<file path="config.mk">
export PLATFORM = sky130hd
export DESIGN_NAME = i2c_dac_target
export DESIGN_NICKNAME = d
export VERILOG_FILES = /design/src/rtl/i2c_dac_pkg.sv /design/src/rtl/bus_sense.sv /design/src/rtl/frame_engine.sv /design/src/rtl/reg_bank.sv /design/src/rtl/i2c_dac_target.sv
export SDC_FILE = /design/constraint.sdc
export NUM_CORES = 1
export LEC_CHECK = 0
export BUFFER_PORTS_ARGS = -buffer_cell sky130_fd_sc_hd__buf_2
export CAP_MARGIN = 20
export CORE_MARGIN = 2
export CORE_UTILIZATION = 50
export DETAILED_ROUTE_END_ITERATION = 8
export GPL_TIMING_DRIVEN = 0
export PLACE_DENSITY = 0.69
export SYNTH_ARGS = -nofsm -noshare
export SYNTH_HDL_FRONTEND = slang
export SYNTH_HIERARCHICAL = 1
export SYNTH_SLANG_ARGS = --single-unit
</file>
<file path="constraint.sdc">
create_clock -name clk -period 2.6 [get_ports clk]
set_clock_uncertainty 0.05 [all_clocks]
set_input_delay 0.26 -clock clk [delete_from_list [all_inputs] [get_ports clk]]
set_output_delay 0.26 -clock clk [all_outputs]
set_load 0.02 [all_outputs]
</file>
<file path="src/rtl/i2c_dac_pkg.sv">
package i2c_dac_pkg;

    localparam logic [3:0] OP_STAGE = 4'h1;
    localparam logic [3:0] OP_LOAD  = 4'h2;
    localparam logic [3:0] OP_PICK  = 4'h9;
    localparam logic [3:0] SEL_ALL  = 4'hF;

    typedef enum logic [3:0] {
        PH_IDLE,
        PH_ADDR,
        PH_ADDR_ACK,
        PH_CMD,
        PH_CMD_ACK,
        PH_DHI,
        PH_DHI_ACK,
        PH_DLO,
        PH_DLO_ACK,
        PH_HOLD,
        PH_TX,
        PH_TX_ACK,
        PH_SKIP
    } phase_t;

    typedef struct packed {
        logic        scl_rise;
        logic        scl_fall;
        logic        start;
        logic        stop;
        logic        sda;
    } bus_ev_t;

    typedef struct packed {
        logic [7:0]  cmd;
        logic [15:0] word;
    } frame_t;

    function automatic logic chan_hit(input logic [3:0] sel, input int ch);
        return (sel == SEL_ALL) || (sel == ch[3:0]);
    endfunction

    function automatic logic op_known(input logic [3:0] op);
        return (op == OP_STAGE) || (op == OP_LOAD);
    endfunction

endpackage

</file>
<file path="src/rtl/bus_sense.sv">
module bus_sense
    import i2c_dac_pkg::*;
#(
    parameter int SYNC_STAGES = 2
) (
    input  logic    clk,
    input  logic    rst,
    input  logic    scl_i,
    input  logic    sda_i,
    output bus_ev_t ev,
    output logic    scl_lvl
);

    logic [SYNC_STAGES-1:0] scl_pipe;
    logic [SYNC_STAGES-1:0] sda_pipe;
    logic scl_s, sda_s, scl_d, sda_d;
    logic start_in_high;
    logic start_raw, stop_raw;

    always_ff @(posedge clk) begin
        if (rst) begin
            scl_pipe <= '1;
            sda_pipe <= '1;
            scl_d    <= 1'b1;
            sda_d    <= 1'b1;
        end else begin
            scl_pipe <= {scl_pipe[SYNC_STAGES-2:0], scl_i};
            sda_pipe <= {sda_pipe[SYNC_STAGES-2:0], sda_i};
            scl_d    <= scl_s;
            sda_d    <= sda_s;
        end
    end

    assign scl_s = scl_pipe[SYNC_STAGES-1];
    assign sda_s = sda_pipe[SYNC_STAGES-1];

    assign start_raw = scl_s & scl_d & sda_d & ~sda_s;
    assign stop_raw  = scl_s & scl_d & ~sda_d & sda_s;

    // a START seen in this clock-high phase masks a STOP in the same phase
    always_ff @(posedge clk) begin
        if (rst) begin
            start_in_high <= 1'b0;
        end else if (~scl_s) begin
            start_in_high <= 1'b0;
        end else if (start_raw) begin
            start_in_high <= 1'b1;
        end
    end

    always_comb begin
        ev.scl_rise = scl_s & ~scl_d;
        ev.scl_fall = ~scl_s & scl_d;
        ev.start    = start_raw;
        ev.stop     = stop_raw & ~start_in_high;
        ev.sda      = sda_s;
    end

    assign scl_lvl = scl_s;

endmodule

</file>
<file path="src/rtl/frame_engine.sv">
module frame_engine
    import i2c_dac_pkg::*;
#(
    parameter logic [6:0] DEV_ADDR = 7'h1C
) (
    input  logic        clk,
    input  logic        rst,
    input  bus_ev_t     ev,
    input  logic [15:0] rd_word,
    output logic        sda_oe,
    output frame_t      frame,
    output logic        commit,
    output logic        pick_we
);

    localparam logic [3:0] BITS_PER_BYTE = 4'd8;

    phase_t      phase;
    logic [3:0]  bitcnt;
    logic [7:0]  shreg;
    logic [7:0]  txreg;
    logic        rd_mode;
    logic        byte_sel;
    logic        mack;
    logic        have_cmd;
    logic        byte_done;
    logic [7:0]  next_tx;

    assign byte_done = (bitcnt == BITS_PER_BYTE);
    assign next_tx   = byte_sel ? rd_word[15:8] : rd_word[7:0];

    always_ff @(posedge clk) begin
        if (rst) begin
            phase    <= PH_IDLE;
            bitcnt   <= '0;
            shreg    <= '0;
            txreg    <= '0;
            rd_mode  <= 1'b0;
            byte_sel <= 1'b0;
            mack     <= 1'b1;
            have_cmd <= 1'b0;
            sda_oe   <= 1'b0;
            frame    <= '0;
            commit   <= 1'b0;
            pick_we  <= 1'b0;
        end else begin
            commit  <= 1'b0;
            pick_we <= 1'b0;
            if (ev.start) begin
                pick_we  <= have_cmd && (frame.cmd[7:4] == OP_PICK);
                phase    <= PH_ADDR;
                bitcnt   <= '0;
                sda_oe   <= 1'b0;
                have_cmd <= 1'b0;
                byte_sel <= 1'b0;
            end else if (ev.stop) begin
                commit   <= (phase == PH_HOLD);
                phase    <= PH_IDLE;
                sda_oe   <= 1'b0;
                have_cmd <= 1'b0;
            end else if (ev.scl_rise) begin
                case (phase)
                    PH_ADDR, PH_CMD, PH_DHI, PH_DLO: begin
                        shreg  <= {shreg[6:0], ev.sda};
                        bitcnt <= bitcnt + 4'd1;
                    end
                    PH_TX:     bitcnt <= bitcnt + 4'd1;
                    PH_TX_ACK: mack   <= ev.sda;
                    default: ;
                endcase
            end else if (ev.scl_fall) begin
                case (phase)
                    PH_ADDR: begin
                        if (byte_done) begin
                            if (shreg[7:1] == DEV_ADDR) begin
                                rd_mode <= shreg[0];
                                sda_oe  <= 1'b1;
                                phase   <= PH_ADDR_ACK;
                            end else begin
                                phase   <= PH_SKIP;
                            end
                        end
                    end
                    PH_CMD: begin
                        if (byte_done) begin
                            frame.cmd <= shreg;
                            have_cmd  <= 1'b1;
                            sda_oe    <= 1'b1;
                            phase     <= PH_CMD_ACK;
                        end
                    end
                    PH_DHI: begin
                        if (byte_done) begin
                            frame.word[15:8] <= shreg;
                            sda_oe           <= 1'b1;
                            phase            <= PH_DHI_ACK;
                        end
                    end
                    PH_DLO: begin
                        if (byte_done) begin
                            frame.word[7:0] <= shreg;
                            sda_oe          <= 1'b1;
                            phase           <= PH_DLO_ACK;
                        end
                    end
                    PH_ADDR_ACK: begin
                        bitcnt <= '0;
                        if (rd_mode) begin
                            txreg  <= rd_word[15:8];
                            sda_oe <= ~rd_word[15];
                            phase  <= PH_TX;
                        end else begin
                            sda_oe <= 1'b0;
                            phase  <= PH_CMD;
                        end
                    end
                    PH_CMD_ACK: begin
                        sda_oe <= 1'b0;
                        bitcnt <= '0;
                        phase  <= PH_DHI;
                    end
                    PH_DHI_ACK: begin
                        sda_oe <= 1'b0;
                        bitcnt <= '0;
                        phase  <= PH_DLO;
                    end
                    PH_DLO_ACK: begin
                        sda_oe <= 1'b0;
                        phase  <= PH_HOLD;
                    end
                    PH_TX: begin
                        if (byte_done) begin
                            sda_oe <= 1'b0;
                            phase  <= PH_TX_ACK;
                        end else begin
                            txreg  <= {txreg[6:0], 1'b0};
                            sda_oe <= ~txreg[6];
                        end
                    end
                    PH_TX_ACK: begin
                        if (!mack) begin
                            byte_sel <= ~byte_sel;
                            txreg    <= next_tx;
                            sda_oe   <= ~next_tx[7];
                            bitcnt   <= '0;
                            phase    <= PH_TX;
                        end else begin
                            sda_oe   <= 1'b0;
                            phase    <= PH_SKIP;
                        end
                    end
                    default: ;
                endcase
            end
        end
    end

endmodule

</file>
<file path="src/rtl/reg_bank.sv">
module reg_bank
    import i2c_dac_pkg::*;
#(
    parameter int NCH   = 2,
    parameter int VAL_W = 12
) (
    input  logic                 clk,
    input  logic                 rst,
    input  logic                 commit,
    input  logic                 pick_we,
    input  frame_t               frame,
    output logic [15:0]          rd_word,
    output logic [NCH*VAL_W-1:0] staged_flat,
    output logic [NCH*VAL_W-1:0] live_flat
);

    localparam int PW = (NCH > 1) ? $clog2(NCH) : 1;

    logic [VAL_W-1:0] staged [NCH];
    logic [VAL_W-1:0] live   [NCH];
    logic [PW-1:0]    ptr;
    logic [3:0]       op;
    logic [3:0]       sel;
    logic             sel_ok;

    assign op     = frame.cmd[7:4];
    assign sel    = frame.cmd[3:0];
    assign sel_ok = (sel == SEL_ALL) || (int'(sel) < NCH);

    for (genvar ch = 0; ch < NCH; ch++) begin : g_chan
        always_ff @(posedge clk) begin
            if (rst) begin
                staged[ch] <= '0;
                live[ch]   <= '0;
            end else if (commit && op_known(op) && chan_hit(sel, ch)) begin
                if (op == OP_STAGE) begin
                    staged[ch] <= frame.word[15 -: VAL_W];
                end
                if (op == OP_LOAD) begin
                    live[ch] <= staged[ch];
                end
            end
        end
        assign staged_flat[ch*VAL_W +: VAL_W] = staged[ch];
        assign live_flat[ch*VAL_W +: VAL_W]   = live[ch];
    end

    always_ff @(posedge clk) begin
        if (rst) begin
            ptr <= '0;
        end else if (pick_we && sel_ok) begin
            ptr <= (sel == SEL_ALL) ? '0 : sel[PW-1:0];
        end
    end

    always_comb begin
        rd_word             = '0;
        rd_word[15 -: VAL_W] = staged[ptr];
    end

endmodule

</file>
<file path="src/rtl/i2c_dac_target.sv">
module i2c_dac_target
    import i2c_dac_pkg::*;
#(
    parameter logic [6:0] DEV_ADDR    = 7'h1C,
    parameter int         NCH         = 2,
    parameter int         VAL_W       = 12,
    parameter int         SYNC_STAGES = 2
) (
    input  logic                 clk,
    input  logic                 rst,
    input  logic                 scl_i,
    input  logic                 sda_i,
    output logic                 sda_oe,
    output logic [NCH*VAL_W-1:0] staged_flat,
    output logic [NCH*VAL_W-1:0] live_flat
);

    bus_ev_t     bev;
    logic        scl_lvl;
    frame_t      frame;
    logic        commit;
    logic        pick_we;
    logic [15:0] rd_word;

    bus_sense #(.SYNC_STAGES(SYNC_STAGES)) u_sense (
        .clk     (clk),
        .rst     (rst),
        .scl_i   (scl_i),
        .sda_i   (sda_i),
        .ev      (bev),
        .scl_lvl (scl_lvl)
    );

    frame_engine #(.DEV_ADDR(DEV_ADDR)) u_frame (
        .clk     (clk),
        .rst     (rst),
        .ev      (bev),
        .rd_word (rd_word),
        .sda_oe  (sda_oe),
        .frame   (frame),
        .commit  (commit),
        .pick_we (pick_we)
    );

    reg_bank #(.NCH(NCH), .VAL_W(VAL_W)) u_bank (
        .clk         (clk),
        .rst         (rst),
        .commit      (commit),
        .pick_we     (pick_we),
        .frame       (frame),
        .rd_word     (rd_word),
        .staged_flat (staged_flat),
        .live_flat   (live_flat)
    );

endmodule

</file>
==> summary.txt, run 1 <==
outcome - complete, no violations
Fin Setup TNS - 0 ns
H-tree depth - 3
maximum clock rate - 432 MHz
pin count of the biggest net entering global routing - 23
Max-slew headroom - 42.4%
Psw - 0.779 mW
final wirelength - 11400 µm
DR vias - 4000
Sw Share - 25.9%
fin nets - 577
Crit Path Category - reg -> reg
Slew Limit Fails - 0
GRT overflow - 0
min-delay src - scl_i
number of global-route vias before repair - 3456
worst hold path type - in -> reg
Root Driver - clkbuf_8
leakage power - 2.33 nW
CP max stage cell - dfxtp_1
Pint - 2.23 mW
Period minus WS final - 2.32 ns
Final Worst Setup Slack - 0.285 ns
DR WL/cell - 16.0 µm
Yosys warnings - 6
Hold WS - 0.0167 ns
fin crit share - 89.1%
Worst Tran Pin Value - 0.857 ns
Synth Cell Area - 0.00495 mm²
Final Hold Vio Count - 0
Die W - 103 µm
DP HPWL - 8510 µm
PwrDens - 537 mW/mm²
initial core utilization - 51.1%
clk buf depth - 2
Seq pwr share - 59.8%
first-pass detailed-route iteration total - 5
CP max FO - 10
setup violators final - 0
post-route antenna net violation count - 0
initial antenna violation count - 0
Startpoint Class - flip-flop
Clock Pin Slew Worst Setup and Hold Paths - 0.13 ns
CP bufs+invs - 1
first-pass GRT wire length - 17700 µm
combinational power share - 5.7%
non-filler cells, final - 709
total track usage - 21.7%
Mapped Cells - 504
CTS resizes - 0
RSZ-0062 raised after global routing - false
Slowest Stage Delay on Critical Path - 0.45 ns
worst skew pair latency - 0.38 ns
Rows - 36
setup repair bufs after CTS - 0
clock share of power - 34.6%
PortBufs - 52
Num CTS Buffers - 9
post-route cell area - 0.00560 mm²
Via density - 5.64
Worst path top cell family by delay - compound AO/OA/AOI/OAI gates
CTS Sinks - 107
placer's final routability congestion estimate - 0.927
die area - 0.0107 mm²
area delta synth->final - 13.2%
worst path cell trace - clkbuf_1 > nand2_1 > o21ai_0 > mux2i_1 > a32oi_1 > o221ai_1 > or3_1 > o211a_1
Placed Area - 0.00539 mm²
syn_area_per_cell - 9.82 µm²
Inserted Diodes - 0
share of cells above drive strength 1 - 19.1%
Peak VDD IR - 0.316 mV
WP data required - 2.83 ns
Setup crit end kind - flip-flop
CTS tree - built
Setup WS pre-CTS - 0.318 ns
CP arrival - 2.54 ns
core area - 0.00968 mm²
Top Ports - 53
# DRC - 0
max capacitance violation total - 0
Iter 0 DRT Violations - 294
dpl cells - 692
chip height - 103 µm
==> power by group through the flow <==
stage | Combinational, mW | Sequential, mW | Clock [mW]
3_5_place_dp | 0.168 | 1.84 | 0
6_report | 0.170 | 1.80 | 1.04
3_3_place_gp | 0.166 | 1.84 | 0
4_1_cts | 0.169 | 1.80 | 1.06
5_1_grt | 0.187 | 1.80 | 1.13
2_1_floorplan | 0.0803 | 1.87 | 0
==> cell type report <==
cell class	instances	area, µm²
buffer	38	185
clock buffer	9	124
clock inverter	7	81.3
fill	871	4080
inverter	22	82.6
multi-input combinational	340	2070
sequential	107	2620
tap	133	166
timing repair buffer	53	270
==> layer usage <==
metal	up-vias	wire length, µm	track usage [%]	share of wire [%]
li1	1954	-	-	-
met1	1887	5110	30.1	45
met2	139	5360	35.2	47
met3	20	705	3.23	6.2
met4	0	184	6.98	1.6
met5	-	0	0	0
==> final timing paths <==
kind                                            end  slack, ns  depth (start not counted)
worst min-delay path            u_sense/scl_pipe[0]       0.02                          2
worst max register to register       u_frame/sda_oe       0.28                          8
worst min register to register  u_sense/scl_pipe[1]       0.38                          1
worst max-delay path                 u_frame/sda_oe       0.28                          8
==> state kept, by name (all words and copies together), names as in the netlist, 2 cells and up, named ones only <==
| signal | cells |
|---|---|
| u_frame/phase | 4 |
| u_frame/txreg | 7 |
| u_frame/bitcnt | 4 |
| u_bank/staged | 24 |
| u_bank/live | 24 |
| u_sense/sda_pipe | 2 |
| u_sense/scl_pipe | 2 |
| u_frame/shreg | 8 |
| u_frame/frame | 20 |
==> timing repair <==
| item | CTS | global route |
|---|---|---|
| hold buffers | 0 | 1 |
| endpoints found under the hold margin | 0 | 1 |
| endpoints found under the setup margin | 0 | 0 |
==> layout by cell type, fill, tap and decap left out, types with 6 or more instances in the layout <==
cell type,instances
or2_2,9
nand2_1,51
a21oi_1,29
nor2_1,30
and3_1,36
dfxtp_1,59
inv_1,22
buf_2,56
or3_1,7
o22ai_1,6
o21ai_0,20
edfxtp_1,48
mux2i_1,16
nand3_1,24
buf_4,8
nor2b_1,6
clkbuf_8,9
nor3_1,19
clkbuf_1,23
==> stage by stage <==
stage	total power, mW	util, %
2_1_floorplan	1.95	-
3_3_place_gp	2.00	55.6
3_5_place_dp	2.01	55.6
4_1_cts	3.02	57.8
5_1_grt	3.12	57.9
6_report	3.01	57.9
Power figures use the tool's default switching activity.
==> inputs of run 2 (changes only) <==
PLACE_DENSITY = 0.72   (was 0.69)
SLEW_MARGIN = 5   (was not set)
SYNTH_HIERARCHICAL = not set   (was 1)
clock period = 2.06 ns   (was 2.6 ns; I/O delays follow)
==> run 2 against run 1 <==
- worst hold slack better by 0.27 ns
- utilization up 0.71 points
- register-to-register slack worse by 0.21 ns
- worst setup slack worse by 0.21 ns
- non-clock buffer count down 13
- synthesized area down 0.56%
- critical path type unchanged
==> summary.txt, run 2 <==
outcome - complete, no violations
core area - 0.00968 mm² (unchanged)
Root Driver - clkbuf_8
Fin Setup TNS - 0 ns (unchanged)
Die W - 103 µm (-0.27%)
syn nets - 462
area delta synth->final - 15.2%
PortBufs - 51 (-1.9%)
Yosys warnings - 0 (-6)
Setup WS pre-CTS - 0.00450 ns (-0.314 ns)
Startpoint Class - flip-flop
Placed Area - 0.00534 mm² (-0.81%)
PwrDens - 677 mW/mm² (+26%)
Mapped Cells - 453 (-10%)
initial core utilization - 50.8% (-0.28 points)
dpl cells - 637 (-7.9%)
syn_area_per_cell - 10.9 µm² (+11%)
die area - 0.0107 mm² (-0.53%)
Top Registers - u_bank.live x24, u_bank.staged x24, u_frame.frame x20
Synth area leaders - edfxtp_1 29%, dfxtp_1 24%, mux2i_1 8.3%
final design utilization - 58.6% (+0.71 points)
pin count of the biggest net entering global routing - 21 (-8.7%)
first-pass GRT wire length - 16600 µm (-6.5%)
DR WL/cell - 15.7 µm (-1.7%)
post-route cell area - 0.00567 mm² (+1.2%)
max capacitance violation total - 0 (unchanged)
placer's final routability congestion estimate - 0.912 (-1.6%)
# DRC - 0 (unchanged)
Via density - 5.30 (-6.1%)
WHS Path Cells - 3 (+1)
chip height - 103 µm (-0.27%)
Crit Path Category - reg -> reg
Num CTS Buffers - 9 (unchanged)
total track usage - 20.5% (-1.3 points)
Clock Pin Slew Worst Setup and Hold Paths - 0.11 ns (-0.02 ns)
share of cells above drive strength 1 - 22.0% (+2.9 points)
Final Total Pwr - 3.84 mW (+28%)
Final Hold Vio Count - 0 (unchanged)
number of global-route vias before repair - 3292 (-4.7%)
Synth Cell Area - 0.00492 mm² (-0.56%)
fin nets - 526 (-8.8%)
worst skew pair latency - 0.38 ns (about the same)
CTS Sinks - 107 (unchanged)
Post-synth top cells - 65 x nor2_1, 59 x dfxtp_1, 49 x and2_1, 48 x edfxtp_1, 41 x mux2i_1
GR Util met2 - 31.9% (-3.4 points)
most frequent cells in the layout - 65 x nor2_1, 57 x dfxtp_1, 54 x buf_2
Netlist cell types - 66
Max-slew headroom - 57.9% (+15 points)
Async SR Flop Fraction - 0%
Iter 0 DRT Violations - 163 (-45%)
CP max FO - 10 (unchanged)
CP arrival - 2.18 ns (-0.36 ns)
final wirelength - 10300 µm (-9.2%)
CTS tree - built
Setup crit end kind - flip-flop
Peak VDD IR - 0.294 mV (-7.0%)
DP HPWL - 7730 µm (-9.2%)
clk buf depth - 2 (unchanged)
met3 usage - 4.70% (+1.5 points)
#FFs+latches synth - 107
Worst R2R End - u_frame.txreg[6]
DR vias - 3471 (-13%)
post-route antenna net violation count - 0 (unchanged)
fillers - 813 (-6.7%)
initial antenna violation count - 0 (unchanged)
reg2reg path depth - 6 (-2)
flip-flop and latch area - 0.00263 mm² (about the same)
Hold WS - 0.288 ns (+0.272 ns)
area of the multi-input gates - 0.00220 mm² (+6.3%)
GR peak layer - met2
Final Worst Setup Slack - 0.0703 ns (-0.214 ns)
leakage power - 2.17 nW (-6.9%)
worst hold path type - in -> reg
min-delay src - rst
Inserted Diodes - 0 (unchanged)
most common cell after layout, fill and taps aside - nor2_1
sequential area share after synthesis - 53.3%
fin crit share - 96.6% (+7.5 points)
non-filler cells, final - 655 (-7.6%)
Yosys top cell area share - 29.3%
Post-synth top flop - dfxtp_1
Top Ports - 53 (unchanged)
RSZ-0062 raised after global routing - false
post-synth top area cell - edfxtp_1
setup violators final - 0 (unchanged)
first-pass detailed-route iteration total - 4 (-1)
maximum clock rate - 503 MHz (+16%)
Worst Tran Pin Value - 0.632 ns (-0.225 ns)
GRT overflow - 0 (unchanged)
Slew Limit Fails - 0 (unchanged)
FF-to-FF setup slack - 0.07 ns (-0.21 ns)
met1 usage - 28.0% (-2.1 points)
WP data required - 2.25 ns (-0.58 ns)
Rows - 36 (unchanged)
Hold Path Sink - u_frame.pick_we
Post-synth EDFFs - 48
cell with the most instances after synthesis - nor2_1
H-tree depth - 3 (unchanged)
Period minus WS final - 1.99 ns (-0.326 ns)
[run 2: where the power goes]
part	internal, mW	switching [mW]	total [mW]
sequential	2.25	0.0220	2.27
combinational	0.0684	0.144	0.213
clock	0.589	0.768	1.36
total	2.91	0.934	3.84
[run 2: worst max-delay path, stage by stage, from the launching register on]
cell and delay [ns]:
dfxtp_1 0.38, clkbuf_1 0.28, buf_2 0.36, mux2i_1 0.34
nor2_1 0.09, a211oi_1 0.24, a211oi_1 0.10
[run 2: how the worst max path moves through the flow]
stage                         to  slack (ns)  depth (start not counted)
6_report        u_frame.txreg[6]        0.07                          6
5_1_grt         u_frame.frame[5]      0.0006                          7
4_1_cts        u_bank.live[1][3]        0.02                          6
3_5_place_dp   u_frame.frame[19]       0.004                          7
3_3_place_gp   u_frame.frame[19]        0.04                          7
2_1_floorplan  u_frame.frame[16]        0.26                          7
[run 2: routing by layer]
metal | vias to the layer above | share of wire, %
met5 | - | 0
met4 | 0 | 1.5
met3 | 12 | 4.6
met2 | 88 | 46
met1 | 1638 | 48
li1 | 1733 | -
[run 2: kinds of logic (layout without fill, tap and decap cells)]
| kind of cell | after synthesis | in the layout | share of synthesized area [%] |
|---|---|---|---|
| buffers and inverters | 33 | 102 | 3.36 |
| flip-flops | 107 | 107 | 53.3 |
| multiplexers | 42 | 42 | 8.57 |
| XOR/XNOR | 1 | 1 | 0.178 |
| adder cells (fa/ha/maj) | 5 | 5 | 1.27 |
| AO/OA/AOI/OAI | 50 | 50 | 7.88 |
| AND/OR/NAND/NOR | 215 | 215 | 25.5 |
[run 2: what timing repair did]
action	CTS	global route
pin swaps	1	1
resized for setup	0	18
buffers inserted	1	0
hold buffers	2	0
setup endpoints to repair	4	94
endpoints found under the hold margin	2	0
[run 2: cell type report]
| class | instances | share of cell area [%] |
|---|---|---|
| Sequential cell | 107 | 46.3 |
| Clock buffer | 9 | 2.18 |
| Timing Repair Buffer | 54 | 5.21 |
| Tap cell | 133 | 2.93 |
| Multi-Input combinational cell | 313 | 38.8 |
| Buffer | 24 | 2.47 |
| Clock inverter | 7 | 1.59 |
| Inverter | 8 | 0.529 |
==> inputs of run 3 (changes only) <==
BUFFER_PORTS_ARGS = -buffer_cell sky130_fd_sc_hd__buf_4   (was -buffer_cell sky130_fd_sc_hd__buf_2)
CELL_PAD_IN_SITES_DETAIL_PLACEMENT = 1   (was not set)
CELL_PAD_IN_SITES_GLOBAL_PLACEMENT = 2   (was not set)
CORE_UTILIZATION = 41   (was 50)
PLACE_DENSITY = not set   (was 0.72)
PLACE_DENSITY_LB_ADDON = 0.1   (was not set)
clock period = 2.6 ns   (was 2.06 ns; I/O delays follow)
==> run 3 against run 2 <==
- flip-flop and latch count did not move
- first-iteration DRC count rose by 13%
- sequential power fell by 20%
- via count rose by 3.5%
- critical path type unchanged
- clock power fell by 7%
- non-clock buffer count fell by 2
- register-to-register slack improved by 0.38 ns
- sequential share of layout area fell by 0.72 points
- largest cell class unchanged
- highest routed layer unchanged
==> summary.txt, run 3 (synthesis results as in run 2) <==
Slowest Stage Delay on Critical Path - 0.35 ns (-0.03 ns)
Psw - 0.743 mW (-20%)
Worst Tran Pin Value - 0.781 ns (+0.149 ns)
DP HPWL - 9530 µm (+23%)
maximum clock rate - 466 MHz (-7.3%)
chip height - 114 µm (+10%)
worst path cell trace - buf_2 > buf_2 > nor2b_1 > and3_1 > nand3b_1 > mux2i_1 > nor2_1
setup violators final - 0 (unchanged)
worst skew pair latency - 0.35 ns (-0.03 ns)
CP max FO - 10 (unchanged)
share of cells above drive strength 1 - 20.2% (-1.8 points)
post-route antenna net violation count - 0 (unchanged)
die area - 0.0129 mm² (+21%)
CP most frequent cell - buf_2
Pint - 2.50 mW (-14%)
Top Ports - 53 (unchanged)
max capacitance violation total - 0 (unchanged)
RSZ-0062 raised after global routing - false
Root Driver - clkbuf_16
Startpoint Class - flip-flop
outcome - complete, no violations
Clock Pin Slew Worst Setup and Hold Paths - 0.07 ns (-0.04 ns)
CTS resizes - 0 (unchanged)
final wirelength - 12600 µm (+22%)
Sw Share - 22.9% (-1.4 points)
Fin Setup TNS - 0 ns (unchanged)
combinational power share - 5.5% (about the same)
# DRC - 0 (unchanged)
fin nets - 524 (-0.38%)
Via density - 5.39 (+1.7%)
Setup WS pre-CTS - 0.460 ns (+0.456 ns)
Die W - 114 µm (+10%)
PortBufs - 51 (unchanged)
Final Hold Vio Count - 0 (unchanged)
fin crit share - 82.6% (-14 points)
hold bufs inserted after CTS - 0 (-2)
total track usage - 20.2% (-0.30 points)
most common cell after layout, fill and taps aside - nor2_1
worst hold path type - in -> reg
WP data required - 2.77 ns (+0.52 ns)
Final Worst Setup Slack - 0.453 ns (+0.382 ns)
Num CTS Buffers - 9 (unchanged)
worst r2r src - u_frame.phase[0]
Setup crit end kind - flip-flop
pin count of the biggest net entering global routing - 18 (-14%)
CP arrival - 2.31 ns (+0.13 ns)
Inserted Diodes - 0 (unchanged)
placer's final routability congestion estimate - 0.885 (-3.0%)
CTS Sinks - 107 (unchanged)
Slew Limit Fails - 0 (unchanged)
Top Registers - u_bank.live x24, u_bank.staged x24, u_frame.frame x20
GRT overflow - 0 (unchanged)
leakage power - 2.20 nW (+1.0%)
initial core utilization - 41.5% (-9.3 points)
clk buf depth - 2 (unchanged)
Seq pwr share - 55.7% (-3.4 points)
Iter 0 DRT Violations - 184 (+13%)
post-route cell area - 0.00576 mm² (+1.5%)
DR vias - 3594 (+3.5%)
Crit Path Category - reg -> reg
area delta synth->final - 16.9%
most frequent cells in the layout - 65 x nor2_1, 59 x dfxtp_1, 52 x buf_4
Period minus WS final - 2.15 ns (+0.158 ns)
first-pass detailed-route iteration total - 4 (unchanged)
Rows - 40 (+11%)
setup repair bufs after CTS - 0 (-1)
first-pass GRT wire length - 19800 µm (+20%)
min-delay src - scl_i
PwrDens - 564 mW/mm² (-17%)
number of global-route vias before repair - 3566 (+8.3%)
Placed Area - 0.00549 mm² (+2.7%)
CP max stage cell - dfxtp_1
CTS tree - built
H-tree depth - 3 (unchanged)
initial antenna violation count - 0 (unchanged)
Max-slew headroom - 47.6% (-10 points)
core area - 0.0119 mm² (+22%)
CP Launch Point - u_frame.phase[0]
clock share of power - 38.8% (+3.5 points)
DR WL/cell - 18.9 µm (+20%)
Peak VDD IR - 0.331 mV (+13%)
-- run 3: cell types whose count changed in the layout (fill, tap and decap cells not counted), moves of 4 or more --
cell | previous run | this run
buf_2 | 54 | 6
clkbuf_16 | 0 | 9
clkbuf_8 | 9 | 0
buf_4 | 2 | 52
clkbuf_1 | 12 | 17
a31o_4 | 4 | 0
a31o_2 | 0 | 4
-- run 3: worst max-delay path: cells and delay by family (launching register included) --
family,cells,cell delay (ns)
and+or+nand+nor,4,0.93
buffers and inverters,2,0.44
DFF,1,0.35
muxes,1,0.24
-- run 3: final timing paths --
| check | endpoint | slack (ns) | depth (start not counted) |
|---|---|---|---|
| setup / recovery | u_frame.frame[6] | 0.45 | 7 |
| setup reg to reg | u_frame.frame[6] | 0.45 | 7 |
| hold / removal | u_sense.scl_pipe[0] | 0.04 | 2 |
| hold reg to reg | u_sense.sda_pipe[1] | 0.37 | 1 |
-- run 3: layer usage --
| metal | routed length (µm) | part of all wire, % | track usage [%] |
|---|---|---|---|
| met1 | 6120 | 49 | 28.7 |
| met3 | 705 | 5.6 | 3.45 |
| met5 | 0 | 0 | 0 |
| met2 | 5550 | 44 | 31.2 |
| met4 | 201 | 1.6 | 6.99 |
-- run 3: power by group through the flow --
stage	sequential (mW)	clock (mW)	combinational [mW]
2_1_floorplan	1.87	0	0.0747
3_3_place_gp	1.84	0	0.179
3_5_place_dp	1.84	0	0.181
4_1_cts	1.81	1.30	0.182
5_1_grt	1.81	1.36	0.194
6_report	1.81	1.26	0.180
-- run 3: metrics by stage --
| stage | hold slack, ns | total power, mW | cells | utilization [%] |
|---|---|---|---|---|
| final | 0.0430 | 3.24 | 667 | 48.5 |
| after global placement | 0.344 | 2.02 | 651 | 46.3 |
| after detailed placement | 0.354 | 2.03 | 651 | 46.3 |
| after global routing | 0.0461 | 3.36 | 667 | 48.5 |
| after floorplan | 0.314 | 1.94 | 453 | - |
| after CTS | 0.0301 | 3.29 | 667 | 48.5 |
-- run 3: area by class of cell --
class                      instances  area (µm²)
multi-input combinational        313        2130
sequential                       107        2620
buffer                            25         135
inverter                           8        30.0
tap                              147         184
timing repair buffer              51         383
fill                            1288        6110
clock buffer                      12         236
clock inverter                     4        30.0
